[src/rtl/rxd_pkg.sv]
package rxd_pkg;
  localparam int DW       = 32;
  localparam int LEN_W    = 14;
  localparam int OWN_BIT  = 0;
  localparam int WRAP_BIT = 1;
  localparam int EOF_BIT  = 15;
  localparam int SOF_BIT  = 14;

  typedef enum logic [2:0] {
    S_IDLE,
    S_FETCH,
    S_STALL,
    S_BUSY,
    S_WSTAT,
    S_WOWN
  } seq_e;
endpackage

[src/rtl/rxd_status_fmt.sv]
module rxd_status_fmt
  import rxd_pkg::*;
(
  input  logic             sof,
  input  logic             eof,
  input  logic             jumbo,
  input  logic [1:0]       offset,
  input  logic [LEN_W-1:0] len,
  output logic [DW-1:0]    word
);
  always_comb begin
    word          = '0;
    word[EOF_BIT] = eof;
    word[SOF_BIT] = sof;
    if (jumbo) word[13:12] = eof ? len[13:12] : 2'b00;
    else       word[13:12] = offset;
    if (eof)   word[11:0]  = len[11:0];
  end
endmodule

[src/rtl/rxd_ring_ptr.sv]
module rxd_ring_ptr #(
  parameter int CNT_W      = 11,
  parameter int DESC_WORDS = 2
) (
  input  logic        clk,
  input  logic        rst,
  input  logic        load,
  input  logic [29:0] load_val,
  input  logic        step,
  input  logic        wrap,
  output logic [31:0] desc_addr,
  output logic [31:0] stat_addr
);
  localparam logic [CNT_W-1:0] STEP_W = CNT_W'(DESC_WORDS);

  logic [29:0]      base_w;
  logic [CNT_W-1:0] cnt;
  logic [29:0]      cur_w;

  always_ff @(posedge clk) begin
    if (rst) begin
      base_w <= '0;
      cnt    <= '0;
    end else if (load) begin
      base_w <= load_val;
      cnt    <= '0;
    end else if (step) begin
      cnt <= wrap ? '0 : cnt + STEP_W;
    end
  end

  assign cur_w     = base_w + 30'(cnt);
  assign desc_addr = {cur_w, 2'b00};
  assign stat_addr = {cur_w + 30'd1, 2'b00};


  wrap_home_chk: assert property (@(posedge clk) disable iff (rst)
    (step && wrap && !load) |=> (desc_addr == {base_w, 2'b00}));
endmodule

[src/rtl/rxd_seq.sv]
module rxd_seq
  import rxd_pkg::*;
(
  input  logic             clk,
  input  logic             rst,
  input  logic             rx_en,
  input  logic             frm_start,
  input  logic             rx_restart,
  input  logic             jumbo,
  input  logic [1:0]       rx_offset,
  input  logic             buf_done,
  input  logic             buf_eof,
  input  logic             buf_err,
  input  logic [LEN_W-1:0] buf_len,
  input  logic [31:0]      desc_addr,
  input  logic [31:0]      stat_addr,
  input  logic [DW-1:0]    stat_word,
  input  logic             mem_ack,
  input  logic [DW-1:0]    mem_rdata,
  output logic             mem_req,
  output logic             mem_we,
  output logic [31:0]      mem_addr,
  output logic [DW-1:0]    mem_wdata,
  output logic             buf_valid,
  output logic [31:0]      buf_addr,
  output logic             bna,
  output logic             step,
  output logic             wrap,
  output logic             st_sof,
  output logic             st_eof,
  output logic             st_jumbo,
  output logic [1:0]       st_off,
  output logic [LEN_W-1:0] st_len
);
  seq_e          state;
  logic [DW-1:0] desc_word;

  always_ff @(posedge clk) begin
    if (rst) begin
      state     <= S_IDLE;
      desc_word <= '0;
      bna       <= 1'b0;
      st_sof    <= 1'b0;
      st_eof    <= 1'b0;
      st_jumbo  <= 1'b0;
      st_off    <= '0;
      st_len    <= '0;
    end else begin
      bna <= 1'b0;
      case (state)
        S_IDLE: if (rx_en && frm_start) begin
          state  <= S_FETCH;
          st_sof <= 1'b1;
        end
        S_FETCH: if (mem_ack) begin
          desc_word <= mem_rdata;
          if (mem_rdata[OWN_BIT]) begin
            state <= S_STALL;
            bna   <= 1'b1;
          end else begin
            state <= S_BUSY;
          end
        end
        S_STALL: if (rx_restart) state <= S_FETCH;
        S_BUSY: if (buf_done) begin
          if (buf_err) begin
            state <= S_IDLE;
          end else begin
            st_eof   <= buf_eof;
            st_len   <= buf_len;
            st_jumbo <= jumbo;
            st_off   <= rx_offset;
            state    <= S_WSTAT;
          end
        end
        S_WSTAT: if (mem_ack) state <= S_WOWN;
        S_WOWN: if (mem_ack) begin
          st_sof <= 1'b0;
          state  <= st_eof ? S_IDLE : S_FETCH;
        end
        default: state <= S_IDLE;
      endcase
    end
  end

  always_comb begin
    mem_req   = (state == S_FETCH) || (state == S_WSTAT) || (state == S_WOWN);
    mem_we    = (state == S_WSTAT) || (state == S_WOWN);
    mem_addr  = (state == S_WSTAT) ? stat_addr : desc_addr;
    mem_wdata = '0;
    if (state == S_WSTAT)     mem_wdata = stat_word;
    else if (state == S_WOWN) mem_wdata = desc_word | DW'(1);
  end

  assign buf_valid = (state == S_BUSY);
  assign buf_addr  = {desc_word[31:2], 2'b00};
  assign step      = (state == S_WOWN) && mem_ack;
  assign wrap      = desc_word[WRAP_BIT];


  req_hold_chk: assert property (@(posedge clk) disable iff (rst)
    (mem_req && !mem_ack) |=> (mem_req && $stable(mem_we) && $stable(mem_addr) && $stable(mem_wdata)));

  bna_pulse_chk: assert property (@(posedge clk) disable iff (rst)
    bna |=> !bna);

  bna_src_chk: assert property (@(posedge clk) disable iff (rst)
    $rose(bna) |-> $past(mem_req && mem_ack && !mem_we && mem_rdata[OWN_BIT]));

  bv_excl_chk: assert property (@(posedge clk) disable iff (rst)
    buf_valid |-> !mem_req);
endmodule

[src/rtl/rxd_ring_mgr.sv]
module rxd_ring_mgr
  import rxd_pkg::*;
#(
  parameter int CNT_W      = 11,
  parameter int DESC_WORDS = 2
) (
  input  logic             clk,
  input  logic             rst,
  input  logic             rx_en,
  input  logic             base_wr,
  input  logic [29:0]      base_val,
  input  logic             jumbo,
  input  logic [1:0]       rx_offset,
  input  logic             frm_start,
  input  logic             rx_restart,
  output logic             buf_valid,
  output logic [31:0]      buf_addr,
  input  logic             buf_done,
  input  logic             buf_eof,
  input  logic             buf_err,
  input  logic [LEN_W-1:0] buf_len,
  output logic             bna,
  output logic [31:0]      qptr,
  output logic             mem_req,
  output logic             mem_we,
  output logic [31:0]      mem_addr,
  output logic [DW-1:0]    mem_wdata,
  input  logic             mem_ack,
  input  logic [DW-1:0]    mem_rdata
);
  logic             step, wrap;
  logic [31:0]      stat_addr;
  logic [DW-1:0]    stat_word;
  logic             st_sof, st_eof, st_jumbo;
  logic [1:0]       st_off;
  logic [LEN_W-1:0] st_len;

  rxd_ring_ptr #(.CNT_W(CNT_W), .DESC_WORDS(DESC_WORDS)) u_ptr (
    .clk(clk), .rst(rst),
    .load(base_wr && !rx_en), .load_val(base_val),
    .step(step), .wrap(wrap),
    .desc_addr(qptr), .stat_addr(stat_addr)
  );

  rxd_status_fmt u_fmt (
    .sof(st_sof), .eof(st_eof), .jumbo(st_jumbo),
    .offset(st_off), .len(st_len), .word(stat_word)
  );

  rxd_seq u_seq (
    .clk(clk), .rst(rst), .rx_en(rx_en), .frm_start(frm_start),
    .rx_restart(rx_restart), .jumbo(jumbo), .rx_offset(rx_offset),
    .buf_done(buf_done), .buf_eof(buf_eof), .buf_err(buf_err), .buf_len(buf_len),
    .desc_addr(qptr), .stat_addr(stat_addr), .stat_word(stat_word),
    .mem_ack(mem_ack), .mem_rdata(mem_rdata),
    .mem_req(mem_req), .mem_we(mem_we), .mem_addr(mem_addr), .mem_wdata(mem_wdata),
    .buf_valid(buf_valid), .buf_addr(buf_addr), .bna(bna),
    .step(step), .wrap(wrap),
    .st_sof(st_sof), .st_eof(st_eof), .st_jumbo(st_jumbo), .st_off(st_off), .st_len(st_len)
  );


  err_hold_chk: assert property (@(posedge clk) disable iff (rst)
    (buf_valid && buf_done && buf_err && !base_wr) |=> ($stable(qptr) && !mem_we));
endmodule

[config.mk]
export PLATFORM = sky130hd
export DESIGN_NAME = rxd_ring_mgr
export DESIGN_NICKNAME = d
export VERILOG_FILES = /design/src/rtl/rxd_pkg.sv /design/src/rtl/rxd_status_fmt.sv /design/src/rtl/rxd_ring_ptr.sv /design/src/rtl/rxd_seq.sv /design/src/rtl/rxd_ring_mgr.sv
export SDC_FILE = /design/constraint.sdc
export NUM_CORES = 1
export LEC_CHECK = 0
export CAP_MARGIN = 15
export CORE_ASPECT_RATIO = 1.2
export CORE_MARGIN = 2
export CORE_UTILIZATION = 44
export DETAILED_ROUTE_END_ITERATION = 16
export DONT_BUFFER_PORTS = 1
export GPL_TIMING_DRIVEN = 0
export MAX_ROUTING_LAYER = met4
export PLACE_DENSITY = 0.55
export SLEW_MARGIN = 40
export SYNTH_ARGS = -nofsm -noshare
export SYNTH_HDL_FRONTEND = slang
export SYNTH_HIERARCHICAL = 1
export SYNTH_SLANG_ARGS = --single-unit
export TNS_END_PERCENT = 50
[constraint.sdc]
create_clock -name clk -period 12 [get_ports clk]
set_input_delay 1.8 -clock clk [delete_from_list [all_inputs] [get_ports clk]]
set_output_delay 1.8 -clock clk [all_outputs]
set_load 0.01 [all_outputs]
### Word level (Yosys, flattened, before mapping)

Cells that the tools add are included.

* output and inout bits: 132
* logic and storage cells: 63
* bits in registers: 96

* muxes and demuxes: 21
* equality and inequality tests: 11
* reduce and logical (&&, ||, !) cells: 15
* bitwise logic cells: 3
* add/subtract/negate cells: 3

Operator list (number)
* two-way mux 32 bit: 3
* adder 30 x 1 -> 30 bit (second input constant): 1
* adder 30 x 11 -> 30 bit: 1
* two-way mux 3 bit: 7
* case mux 3 bit (6 select lines): 1
* two-way mux 12 bit: 1
* adder 11 x 2 -> 11 bit (second input constant): 1
* two-way mux 11 bit: 1
* inequality test 2 bit (second input constant): 4
* == test 3 x 2 -> 1 bit (second input constant): 2
* == test 3 bit (second input constant): 2
* AND reduction 3 bit: 2
* AND reduction 6 bit: 1
* two-way mux 1 bit: 5
* two-way mux 2 bit: 2
* inequality test 2 x 1 -> 1 bit (second input constant): 2
* == test 3 x 1 -> 1 bit (second input constant): 1
* logical AND 1 bit: 3
* zero test 3 bit: 1
* logical OR 1 bit: 3
* inverter 1 bit: 3
* OR reduction 3 bit: 1
* case mux 1 bit (2 select lines): 1
* AND reduction 2 bit: 1
* other kinds (3): 3

### Depth between registers and ports, before layout

Gate-level depths: netlist of the first run.

* depth after elaboration: 3
* mapped depth: 12
* gate-level depth less buffers: 11

### Modules after synthesis

The synthesis of the first run kept the hierarchy.

Modules (own cells, without submodules)
* rxd_ring_ptr: area an instance 3308.2 µm², times used 1, seq. area each 800.8 µm², cells each 423
* rxd_seq: area an instance 2930.3 µm², times used 1, seq. area each 1081.0 µm², cells each 365
* rxd_status_fmt: area an instance 274.0 µm², times used 1, seq. area each 0.0 µm², cells each 38
* rxd_ring_mgr: area an instance 13.8 µm², times used 1, seq. area each 0.0 µm², cells each 1

### Worst setup path before layout of the first run

No wires, ideal clock.

* path type: reg-to-output
* start: reg u_ptr.cnt[5]
* end: out mem_addr[23]
* stages on the path, launching flop included: 13
* slack: 6.796 ns
* arrival time: 3.404 ns
* cells stage by stage: dfxtp_1 ha_1 buf_2 nand2_1 o31a_1 a21boi_1 buf_2 o211ai_1 xnor2_1 or3b_1 or4_4 xnor2_2 mux2_2

* cells in the longest elaborated chain, start to end: 3

Ends and longest elaborated chain
* from (decl): RTL line rxd_ring_ptr.sv:17 `logic [CNT_W-1:0] cnt;`
* from (signal assigned): RTL line rxd_ring_ptr.sv:28 `cnt <= wrap ? '0 : cnt + STEP_W;`
* adder 30 x 11 -> 30 bit: RTL line rxd_ring_ptr.sv:32 `assign cur_w = base_w + 30'(cnt);`
* net qptr[20]: RTL line rxd_ring_mgr.sv:23 `output logic [31:0] qptr,`
* adder 30 x 1 -> 30 bit: RTL line rxd_ring_ptr.sv:34 `assign stat_addr = {cur_w + 30'd1, 2'b00};`
* net stat_addr[23]: RTL line rxd_ring_mgr.sv:32 `logic [31:0] stat_addr;`
* two-way mux 32 bit: RTL line rxd_seq.sv:89 `mem_addr = (state == S_WSTAT) ? stat_addr : desc_addr;`
* to (decl): RTL line rxd_ring_mgr.sv:26 `output logic [31:0] mem_addr,`

The timed path passes the listed nets, and every way through them passes these cells.

### Worst setup path after layout of the first run

* start: reg u_ptr.cnt[7]
* end: out mem_addr[23]

Same word-level chain as after synthesis.

==> reports/metrics.csv, run 1 <==
metric;value;unit
footprint of the multi-input gates;4192;µm²
CTS Buf Count;9;
Static Leak;2.695;nW
synth unique cells;74;
fill count;1461;
critical path startpoint category;flip-flop;
post-route ant nets;0;
register bit total from synthesis;94;
# hold bufs at CTS;0;
nets;960;
Crit path largest cell delay;0.58;ns
register area;1882;µm²
H-tree Lvls;3;
final instance area;7152;µm²
number of synthesized flops with an enable pin;0;
clock sinks;94;
buffer count from post-CTS setup fixing;0;
Placed Area;6848;µm²
layout cells sized above 1;16.22;%
Rows;48;
Slew Viols, Final;0;
Crit Path Class;flip-flop to output pin;
initial antenna violation count;0;
crit-path max FO;10;
Least-Margin Pin Slew;0.7374;ns
vias in the first global route;5357;
WP buf/inv;2;
DR vias;5729;
CP top delay family;simple AND/OR/NAND/NOR gates;
first-iteration detailed-routing DRC count;227;
height of the die;137.4;µm
final std cells w/o fill;1063;
MaxCap Viol Count;0;
Detailed Routing Iterations Pass 1;4;
syn avg cell area;7.891;µm²
Syn Inst Count;827;
vias per inst;5.389;
full die area;15830;µm²
area grow syn2layout;9.586;%
endpoints failing hold;0;
Post-Synthesis Cell Area;6526;µm²
core area;14470;µm²
PwrDens;114.4;nW/µm²
relative slew slack;50.48;%
worst path cell trace;ha_1 -> buf_2 -> o21ai_0 -> a21oi_1 -> a21boi_1 -> buf_2 -> o211ai_1 -> xnor2_1 -> or3b_1 -> or4_4 -> xnor2_2 -> mux2_2;
prevailing post-synth register cell;dfxtp_1;
total global routing overflow;0;
total power;0.8184;mW
worst-path cell with the longest stage delay;xnor2_1;
RSZ-0062 raised after global routing;false;
CTS tree;built;
Fin Setup TNS;0;ns
GP Congestion;0.8772;
IO Count;221;
Placed Instances;1046;
most used cell, CP;buf_2;
largest net degree at the start of global routing;18;
first-pass GRT wire length;27040;µm
hold crit path type;flip-flop to flip-flop;
Ys Warns;6;
CP Capture Type;output pin;
WP data required;10.20;ns
Layout Skew;0.009493;ns
Tcrit/Tclk final;50.56;%
die width;115.2;µm
min Tclk post-route;6.067;ns
Root Driver;clkbuf_16;
Post-DP HPWL;14300;µm
gr usage total;22.26;%
Post-Route WL;17880;µm
outcome;finished clean;
WL/cell;16.82;µm
# DRC;0;
clk buf depth;2;
Worst EP arrival;4.27;ns
Clock Latency Late Sink;0.35;ns
Antenna Cells;0;
Max VDD drop;81.97;µV
Initial Utilization;45.09;%
sequential-to-total area share from yosys stat;28.83;%
Async SR Flop Fraction;0;%
I/O Buffers;0;
Reg clk slew, reported paths;0.07;ns
# setup viols final;0;
cts repair resizes;0;
Max Freq;0.1648;GHz
==> report_power, final <==
| part | switching (mW) | internal, mW | total [mW] |
|---|---|---|---|
| Clock | 0.128 | 0.142 | 0.270 |
| Sequential | 0.0291 | 0.335 | 0.364 |
| Combinational | 0.111 | 0.0736 | 0.184 |
| Total | 0.267 | 0.551 | 0.818 |
==> flip-flops by register name, indices dropped and copies added (netlist names) <==
name             flops
u_seq/bna            1
u_seq/st_len        14
u_seq/st_off         2
u_seq/st_sof         1
u_seq/st_jumbo       1
u_seq/desc_word     31
u_seq/st_eof         1
u_ptr/cnt           10
u_seq/state          3
u_ptr/base_w        30
==> cells by family (layout without fill, tap and decap cells) <==
family	after synthesis	count (layout)	synth area share, %
AOI/OAI and AO/OA	135	135	13.61
xor gates and xnor gates	51	51	6.959
adders and majority gates	13	13	2.492
buffers and inverters	99	116	8.244
DFF	94	94	28.83
muxes	95	95	15.18
other	3	22	0.1725
and+or+nand+nor	337	337	24.50
==> path summary, 6_finish.rpt <==
path / startpoint / endpoint / slack [ns] / cells after the start
worst max-delay path: u_ptr/cnt[7] / mem_addr[23] / 5.93 / 12
worst min-delay path: u_seq/st_len[4] / u_seq/st_len[4] / 0.45 / 2
worst max register to register: u_seq/state[2] / u_ptr/cnt[10] / 9.84 / 9
worst min register to register: u_seq/st_len[4] / u_seq/st_len[4] / 0.45 / 2
==> cells in the final DEF, fill, tap and decap left out, drive strengths merged, types with 4 or more instances in the layout <==
cell,netlist,routed
o31a,4,4
o21ai,13,13
xnor2,34,34
a21o,4,4
a21oi,72,72
nand3b,5,5
mux2i,63,63
mux2,32,32
xor2,17,17
clkbuf,17,26
ha,13,13
nor2,93,93
nor3,16,16
inv,25,28
and2,19,19
nand2,133,133
o31ai,5,5
nand3,19,19
nor4,5,5
nand4,15,15
and3,8,8
conb,3,22
dfxtp,94,94
o2111ai,4,4
or4,4,4
buf,57,58
o211ai,7,7
==> layout make-up <==
type | instances | area share (%)
plain buffers | 74 | 6.211
clock buffers | 9 | 3.149
clock inverters | 7 | 0.7523
inverters | 25 | 1.312
multi-input cells | 653 | 58.61
flip-flops and latches | 94 | 26.31
well taps | 200 | 3.499
repair buffers | 1 | 0.1575
==> worst register-to-register path, delay by kind of cell (launching register included) <==
family	cells	cell delay, ns
DFF	1	0.33
buffers and inverters	2	0.33
xor gates and xnor gates	1	0.16
and+or+nand+nor	6	1.25
==> routing by layer <==
layer | part of all wire, % | track usage, % | routed length, µm
met5 | 0 | - | 0
met4 | 1.5 | 6.426 | 276
met2 | 51 | 38.92 | 9102
met3 | 6.0 | 4.487 | 1076
met1 | 42 | 25.81 | 7423
==> synthesized netlist by cell type (all sizes together), types with 7 or more instances <==
cell type,instances,share of area (%)
and2,19,2.0
ha,13,2.5
o21ai,13,1.1
mux2,32,5.5
nor3,16,1.3
buf,57,5.8
clkbuf,17,1.0
and3,8,0.77
xor2,17,2.3
xnor2,34,4.7
o211ai,7,0.88
a21oi,72,6.2
mux2i,63,9.7
inv,25,1.4
nand2,133,7.7
nor2,93,5.5
dfxtp,94,29
nand3,19,1.5
nand4,15,1.4
==> per-stage QoR <==
stage | hold slack, ns | worst slack, ns | util [%]
after CTS | 0.4533 | 5.936 | 49.24
after detailed placement | 0.4443 | 6.321 | 47.31
after floorplan | 0.4316 | 6.796 | -
after global placement | 0.4410 | 6.335 | 47.31
after global routing | 0.4832 | 5.667 | 49.41
final | 0.4546 | 5.933 | 49.41
Note: power is estimated with default switching activity, not from simulation.
==> run 2, diff against run 1 <==
--- a/config.mk
+++ b/config.mk
@@ -13,7 +13,7 @@
 export DONT_BUFFER_PORTS = 1
 export GPL_TIMING_DRIVEN = 0
 export MAX_ROUTING_LAYER = met4
-export PLACE_DENSITY = 0.55
+export PLACE_DENSITY = 0.57
 export SLEW_MARGIN = 40
 export SYNTH_ARGS = -nofsm -noshare
 export SYNTH_HDL_FRONTEND = slang
==> constraint.sdc (replaced) <==
create_clock -name clk -period 5.55 [get_ports clk]
set_input_delay 0.8325 -clock clk [delete_from_list [all_inputs] [get_ports clk]]
set_output_delay 0.8325 -clock clk [all_outputs]
set_load 0.01 [all_outputs]
==> run 2 against run 1 <==
Effect of this change: setup slack got worse by 5.4 ns; global-route usage increased by 0.069 points; sequential power increased by 120%; critical endpoint unchanged; largest cell class unchanged; largest power group unchanged; highest routed layer unchanged.
==> reports/metrics.csv, run 2 (synthesized netlist as in run 1, its figures left out) <==
metric;value;unit;change
CTS Buf Count;9;;unchanged
final std cells w/o fill;1062;;was 1063
Root Driver;clkbuf_16;;unchanged
Largest register FFs;31;;unchanged
total power;1.768;mW;was 0.8184 mW
Max Freq;0.1980;GHz;
Rows;48;;unchanged
leading cell types in the layout, fill and taps excluded;132 x nand2_1, 94 x dfxtp_1, 92 x nor2_1;;unchanged
Fin Setup TNS;0;ns;unchanged
WL/cell;16.55;µm;was 16.82 µm
Initial Utilization;45.09;%;unchanged
clk buf depth;2;;unchanged
RSZ-0062 raised after global routing;false;;unchanged
IO Count;221;;unchanged
hold crit path type;flip-flop to flip-flop;;unchanged
fill count;1485;;was 1461
register area;1882;µm²;unchanged
Max VDD drop;155.2;µV;was 81.97 µV
Post-Route WL;17580;µm;was 17880 µm
height of the die;137.4;µm;unchanged
# setup viols final;0;;unchanged
# DRC;0;;unchanged
area grow syn2layout;9.490;%;was 9.586%
vias in the first global route;5539;;was 5357
Antenna Cells;0;;unchanged
layout cells sized above 1;16.24;%;was 16.22%
core area;14470;µm²;unchanged
first-iteration detailed-routing DRC count;180;;was 227
CP Capture Type;output pin;;unchanged
Detailed Routing Iterations Pass 1;5;;was 4
Worst EP arrival;4.22;ns;was 4.27 ns
MaxCap Viol Count;0;;unchanged
crit-path max FO;10;;unchanged
Static Leak;2.703;nW;was 2.695 nW
critical path startpoint category;flip-flop;;unchanged
Least-Margin Pin Slew;0.7443;ns;was 0.7374 ns
Layout Skew;0.008226;ns;was 0.009493 ns
first-pass GRT wire length;27510;µm;was 27040 µm
Post-DP HPWL;14230;µm;was 14300 µm
largest net degree at the start of global routing;17;;was 18
nets;959;;was 960
full die area;15830;µm²;unchanged
top flop regs;u_seq/desc_word x31, u_ptr/base_w x30, u_seq/st_len x14;;unchanged
cts repair resizes;0;;unchanged
CTS tree;built;;unchanged
clock sinks;94;;unchanged
Crit Path Class;flip-flop to output pin;;unchanged
total global routing overflow;0;;unchanged
slack of the critical path;0.4998;ns;was 5.933 ns
I/O Buffers;0;;unchanged
Slew Viols, Final;0;;unchanged
WP data required;4.72;ns;was 10.20 ns
die width;115.2;µm;unchanged
initial antenna violation count;0;;unchanged
post-route ant nets;0;;unchanged
footprint of the multi-input gates;4192;µm²;unchanged
relative slew slack;50.02;%;was 50.48%
# hold bufs at CTS;0;;unchanged
Util after Layout;49.37;%;was 49.41%
gr usage total;22.33;%;was 22.26%
Clock Latency Late Sink;0.34;ns;was 0.35 ns
Tcrit/Tclk final;90.99;%;
Reg clk slew, reported paths;0.07;ns;about the same
buffer count from post-CTS setup fixing;0;;unchanged
outcome;finished clean;;unchanged
commonest non-fill, non-tap cell in the layout;nand2_1;;unchanged
Placed Instances;1046;;unchanged
min Tclk post-route;5.050;ns;
GP Congestion;0.8246;;was 0.8772
Setup WS pre-CTS;0.8650;ns;was 6.321 ns
register with the most flip-flops;u_seq/desc_word;;unchanged
PwrDens;247.4;nW/µm²;was 114.4 nW/µm²
vias per inst;5.426;;was 5.389
H-tree Lvls;3;;unchanged
DR vias;5762;;was 5729
endpoints failing hold;0;;unchanged
==> run 2: through the flow <==
stage,hold WS (ns),area (µm²)
after floorplan,0.4316,6598
after detailed placement,0.4445,6848
after global routing,0.4824,7146
after global placement,0.4405,6848
after CTS,0.4532,7131
final,0.4528,7146
==> run 2: where the power goes <==
| group | internal, mW | switching, mW |
|---|---|---|
| clock | 0.319 | 0.263 |
| combinational | 0.159 | 0.242 |
| sequential | 0.725 | 0.0606 |
| total | 1.20 | 0.566 |
==> run 2: layer usage <==
layer / share of wire (%) / GRT usage, %
met5: 0 / -
met4: 1.7 / 6.627
met3: 7.0 / 5.631
met2: 51 / 39.41
met1: 40 / 24.80
==> run 2: path summary, 6_finish.rpt <==
check | start | endpoint | cells past startpoint | slack (ns)
hold / removal | u_seq/st_len[1] | u_seq/st_len[1] | 2 | 0.45
setup / recovery | u_ptr/cnt[5] | mem_addr[23] | 12 | 0.50
hold reg to reg | u_seq/st_len[1] | u_seq/st_len[1] | 2 | 0.45
setup reg to reg | u_seq/state[2] | u_ptr/cnt[10] | 9 | 3.45
==> run 2: layout make-up <==
cell class,instances,share of cell area [%]
multi-input cells,653,58.66
flip-flops and latches,94,26.34
plain buffers,74,6.234
well taps,200,3.502
clock buffers,10,3.344
inverters,25,1.313
clock inverters,6,0.6129
==> run 2: worst max-delay path: stages (launching register included) <==
cell and delay, ns:
dfxtp_1 0.35, ha_1 0.28, buf_2 0.20, nand2_1 0.11, o31a_1 0.33, a21boi_1 0.23, buf_2 0.26, o211ai_1 0.14
xnor2_1 0.55, or3b_1 0.48, or4_4 0.52, xnor2_2 0.14, mux2_2 0.30
==> run 3, diff against run 2 <==
--- a/config.mk
+++ b/config.mk
@@ -7,8 +7,9 @@
 export LEC_CHECK = 0
 export CAP_MARGIN = 15
 export CORE_ASPECT_RATIO = 1.2
-export CORE_MARGIN = 2
+export CORE_MARGIN = 4
 export CORE_UTILIZATION = 44
+export CTS_BUF_LIST = sky130_fd_sc_hd__clkbuf_4
 export DETAILED_ROUTE_END_ITERATION = 16
 export DONT_BUFFER_PORTS = 1
 export GPL_TIMING_DRIVEN = 0
==> run 3 against run 2 <==
Effect of this change: non-clock buffer count unchanged; sequential power is essentially flat; clock skew rose by 0.0060 ns; sequential share of layout area up 0.59 points; sequential cell count did not move; wire length up 0.36%; setup slack got worse by 0.076 ns; utilization decreased by 1.1 points; clock power is 37% lower; critical path type unchanged.
==> reports/metrics.csv, run 3 (synthesized netlist as in run 1, its figures left out) <==
metric;value;unit;change
GP Congestion;0.9270;;was 0.8246
area grow syn2layout;7.074;%;was 9.490%
vias in the first global route;5681;;was 5539
IO Count;221;;unchanged
Max VDD drop;154.7;µV;was 155.2 µV
Switch Pwr;0.5278;mW;was 0.5656 mW
Least-Margin Pin Slew;0.7894;ns;was 0.7443 ns
Rows;48;;unchanged
DR vias;5745;;was 5762
met3 Use GR;5.423;%;was 5.631%
first-iteration detailed-routing DRC count;270;;was 180
die width;119.2;µm;was 115.2 µm
Fin Setup TNS;0;ns;unchanged
Initial Utilization;45.09;%;unchanged
Fin Hold WS;0.4657;ns;was 0.4528 ns
Root Driver;clkbuf_4;;was clkbuf_16
Static Leak;2.630;nW;was 2.703 nW
Detailed Routing Iterations Pass 1;4;;was 5
total global routing overflow;0;;unchanged
commonest non-fill, non-tap cell in the layout;nand2_1;;unchanged
outcome;finished clean;;unchanged
I/O Buffers;0;;unchanged
power share of the combinational group;25.9;%;was 22.6%
Largest register FFs;31;;unchanged
Crit path largest cell delay;0.56;ns;was 0.55 ns
top flop regs;u_seq/desc_word x31, u_ptr/base_w x30, u_seq/st_len x14;;unchanged
RSZ-0062 raised after global routing;false;;unchanged
worst path cell trace;ha_1 -> buf_2 -> nand2_1 -> o31a_1 -> a21boi_1 -> buf_2 -> o211ai_1 -> xnor2_1 -> or3b_1 -> or4_4 -> xnor2_2 -> mux2_2;;unchanged
Worst EP arrival;4.29;ns;was 4.22 ns
most used cell, CP;buf_2;;unchanged
Clk pwr share;23.5;%;was 32.9%
Sw Ratio;33.99;%;was 31.99%
busiest layer in global routing;met2;;unchanged
WL/cell;16.59;µm;was 16.55 µm
worst-path cell with the longest stage delay;xnor2_1;;unchanged
core area;14470;µm²;unchanged
MaxCap Viol Count;0;;unchanged
WP data required;4.72;ns;about the same
first-pass GRT wire length;28100;µm;was 27510 µm
clk buf depth;2;;unchanged
initial antenna violation count;1;;was 0
Tcrit/Tclk final;92.36;%;was 90.99%
nets;959;;unchanged
gr usage total;20.79;%;was 22.33%
critical path startpoint category;flip-flop;;unchanged
register area;1882;µm²;unchanged
vias per inst;5.405;;was 5.426
register with the most flip-flops;u_seq/desc_word;;unchanged
cts repair resizes;0;;unchanged
endpoints failing hold;0;;unchanged
CP Capture Type;output pin;;unchanged
Slew Viols, Final;0;;unchanged
Max Freq;0.1951;GHz;was 0.1980 GHz
Clock Latency Late Sink;0.42;ns;was 0.34 ns
footprint of the multi-input gates;4178;µm²;was 4192 µm²
total power;1.553;mW;was 1.768 mW
clock sinks;94;;unchanged
layout cells sized above 1;15.78;%;was 16.24%
CP top delay family;simple AND/OR/NAND/NOR gates;;unchanged
H-tree Lvls;3;;unchanged
leading cell types in the layout, fill and taps excluded;132 x nand2_1, 94 x dfxtp_1, 92 x nor2_1;;unchanged
post-route ant nets;0;;unchanged
Post-DP HPWL;14350;µm;was 14230 µm
hold crit path type;flip-flop to flip-flop;;unchanged
Int Pwr;1.025;mW;was 1.203 mW
full die area;16850;µm²;was 15830 µm²
CTS Buf Count;9;;unchanged
crit-path max FO;10;;unchanged
PwrDens;222.2;nW/µm²;was 247.4 nW/µm²
relative slew slack;47.00;%;was 50.02%
CTS tree;built;;unchanged
Reg power frac;50.6;%;was 44.4%
final instance area;6988;µm²;was 7146 µm²
Crit Path Class;flip-flop to output pin;;unchanged
min Tclk post-route;5.126;ns;was 5.050 ns
WP buf/inv;2;;unchanged
# DRC;0;;unchanged
fill count;1480;;was 1485
Reg clk slew, reported paths;0.14;ns;was 0.07 ns
Post-Route WL;17640;µm;was 17580 µm
met2 Use GR;36.77;%;was 39.41%
Layout Skew;0.01424;ns;was 0.008226 ns
# hold bufs at CTS;0;;unchanged
Placed Area;6848;µm²;unchanged
# setup viols final;0;;unchanged
met1 global-route usage;22.62;%;was 24.80%
buffer count from post-CTS setup fixing;0;;unchanged
Util after Layout;48.28;%;was 49.37%
largest net degree at the start of global routing;16;;was 17
height of the die;141.4;µm;was 137.4 µm
[run 3: worst reg2reg max path: cells and delay by family, from the launching register on]
kind | cells | cell delay, ns
flops | 1 | 0.35
simple gates | 6 | 1.18
buf+inv | 2 | 0.31
xor+xnor | 1 | 0.14
[run 3: area by class of cell]
class / count / share of cell area, %
antenna: 1 / 0.03581
buffer: 74 / 6.356
clock buffer: 10 / 1.074
clock inverter: 6 / 0.8953
inverter: 25 / 1.343
multi-input combinational: 653 / 59.79
sequential: 94 / 26.93
tap: 200 / 3.581
[run 3: power by group through the flow]
stage               clock [mW]  sequential [mW]  combinational, mW
CTS                      0.386            0.787              0.404
detailed placement           0            0.802              0.402
floorplan                    0            0.784              0.329
finish                   0.365            0.785              0.403
global route             0.415            0.793              0.445
global placement             0            0.800              0.394
[run 3: per-layer routing]
metal | wire, µm | part of all wire (%)
met3 | 1424 | 8.1
met4 | 380 | 2.2
met5 | 0 | 0
met2 | 8845 | 50
met1 | 6989 | 40
[run 3: through the flow]
| stage | cells | worst slack [ns] |
|---|---|---|
| floorplan | 846 | 1.313 |
| global placement | 1046 | 0.9024 |
| detailed placement | 1046 | 0.8936 |
| CTS | 1062 | 0.3701 |
| global route | 1063 | 0.1275 |
| finish | 1063 | 0.4238 |
[run 3: final timing paths]
| kind | end | cells past startpoint | slack, ns | from |
|---|---|---|---|---|
| setup / recovery | mem_addr[23] | 12 | 0.42 | u_ptr/cnt[5] |
| hold / removal | u_seq/st_len[1] | 2 | 0.47 | u_seq/st_len[1] |
| setup reg to reg | u_ptr/cnt[10] | 9 | 3.45 | u_seq/state[2] |
| hold reg to reg | u_seq/st_len[1] | 2 | 0.47 | u_seq/st_len[1] |
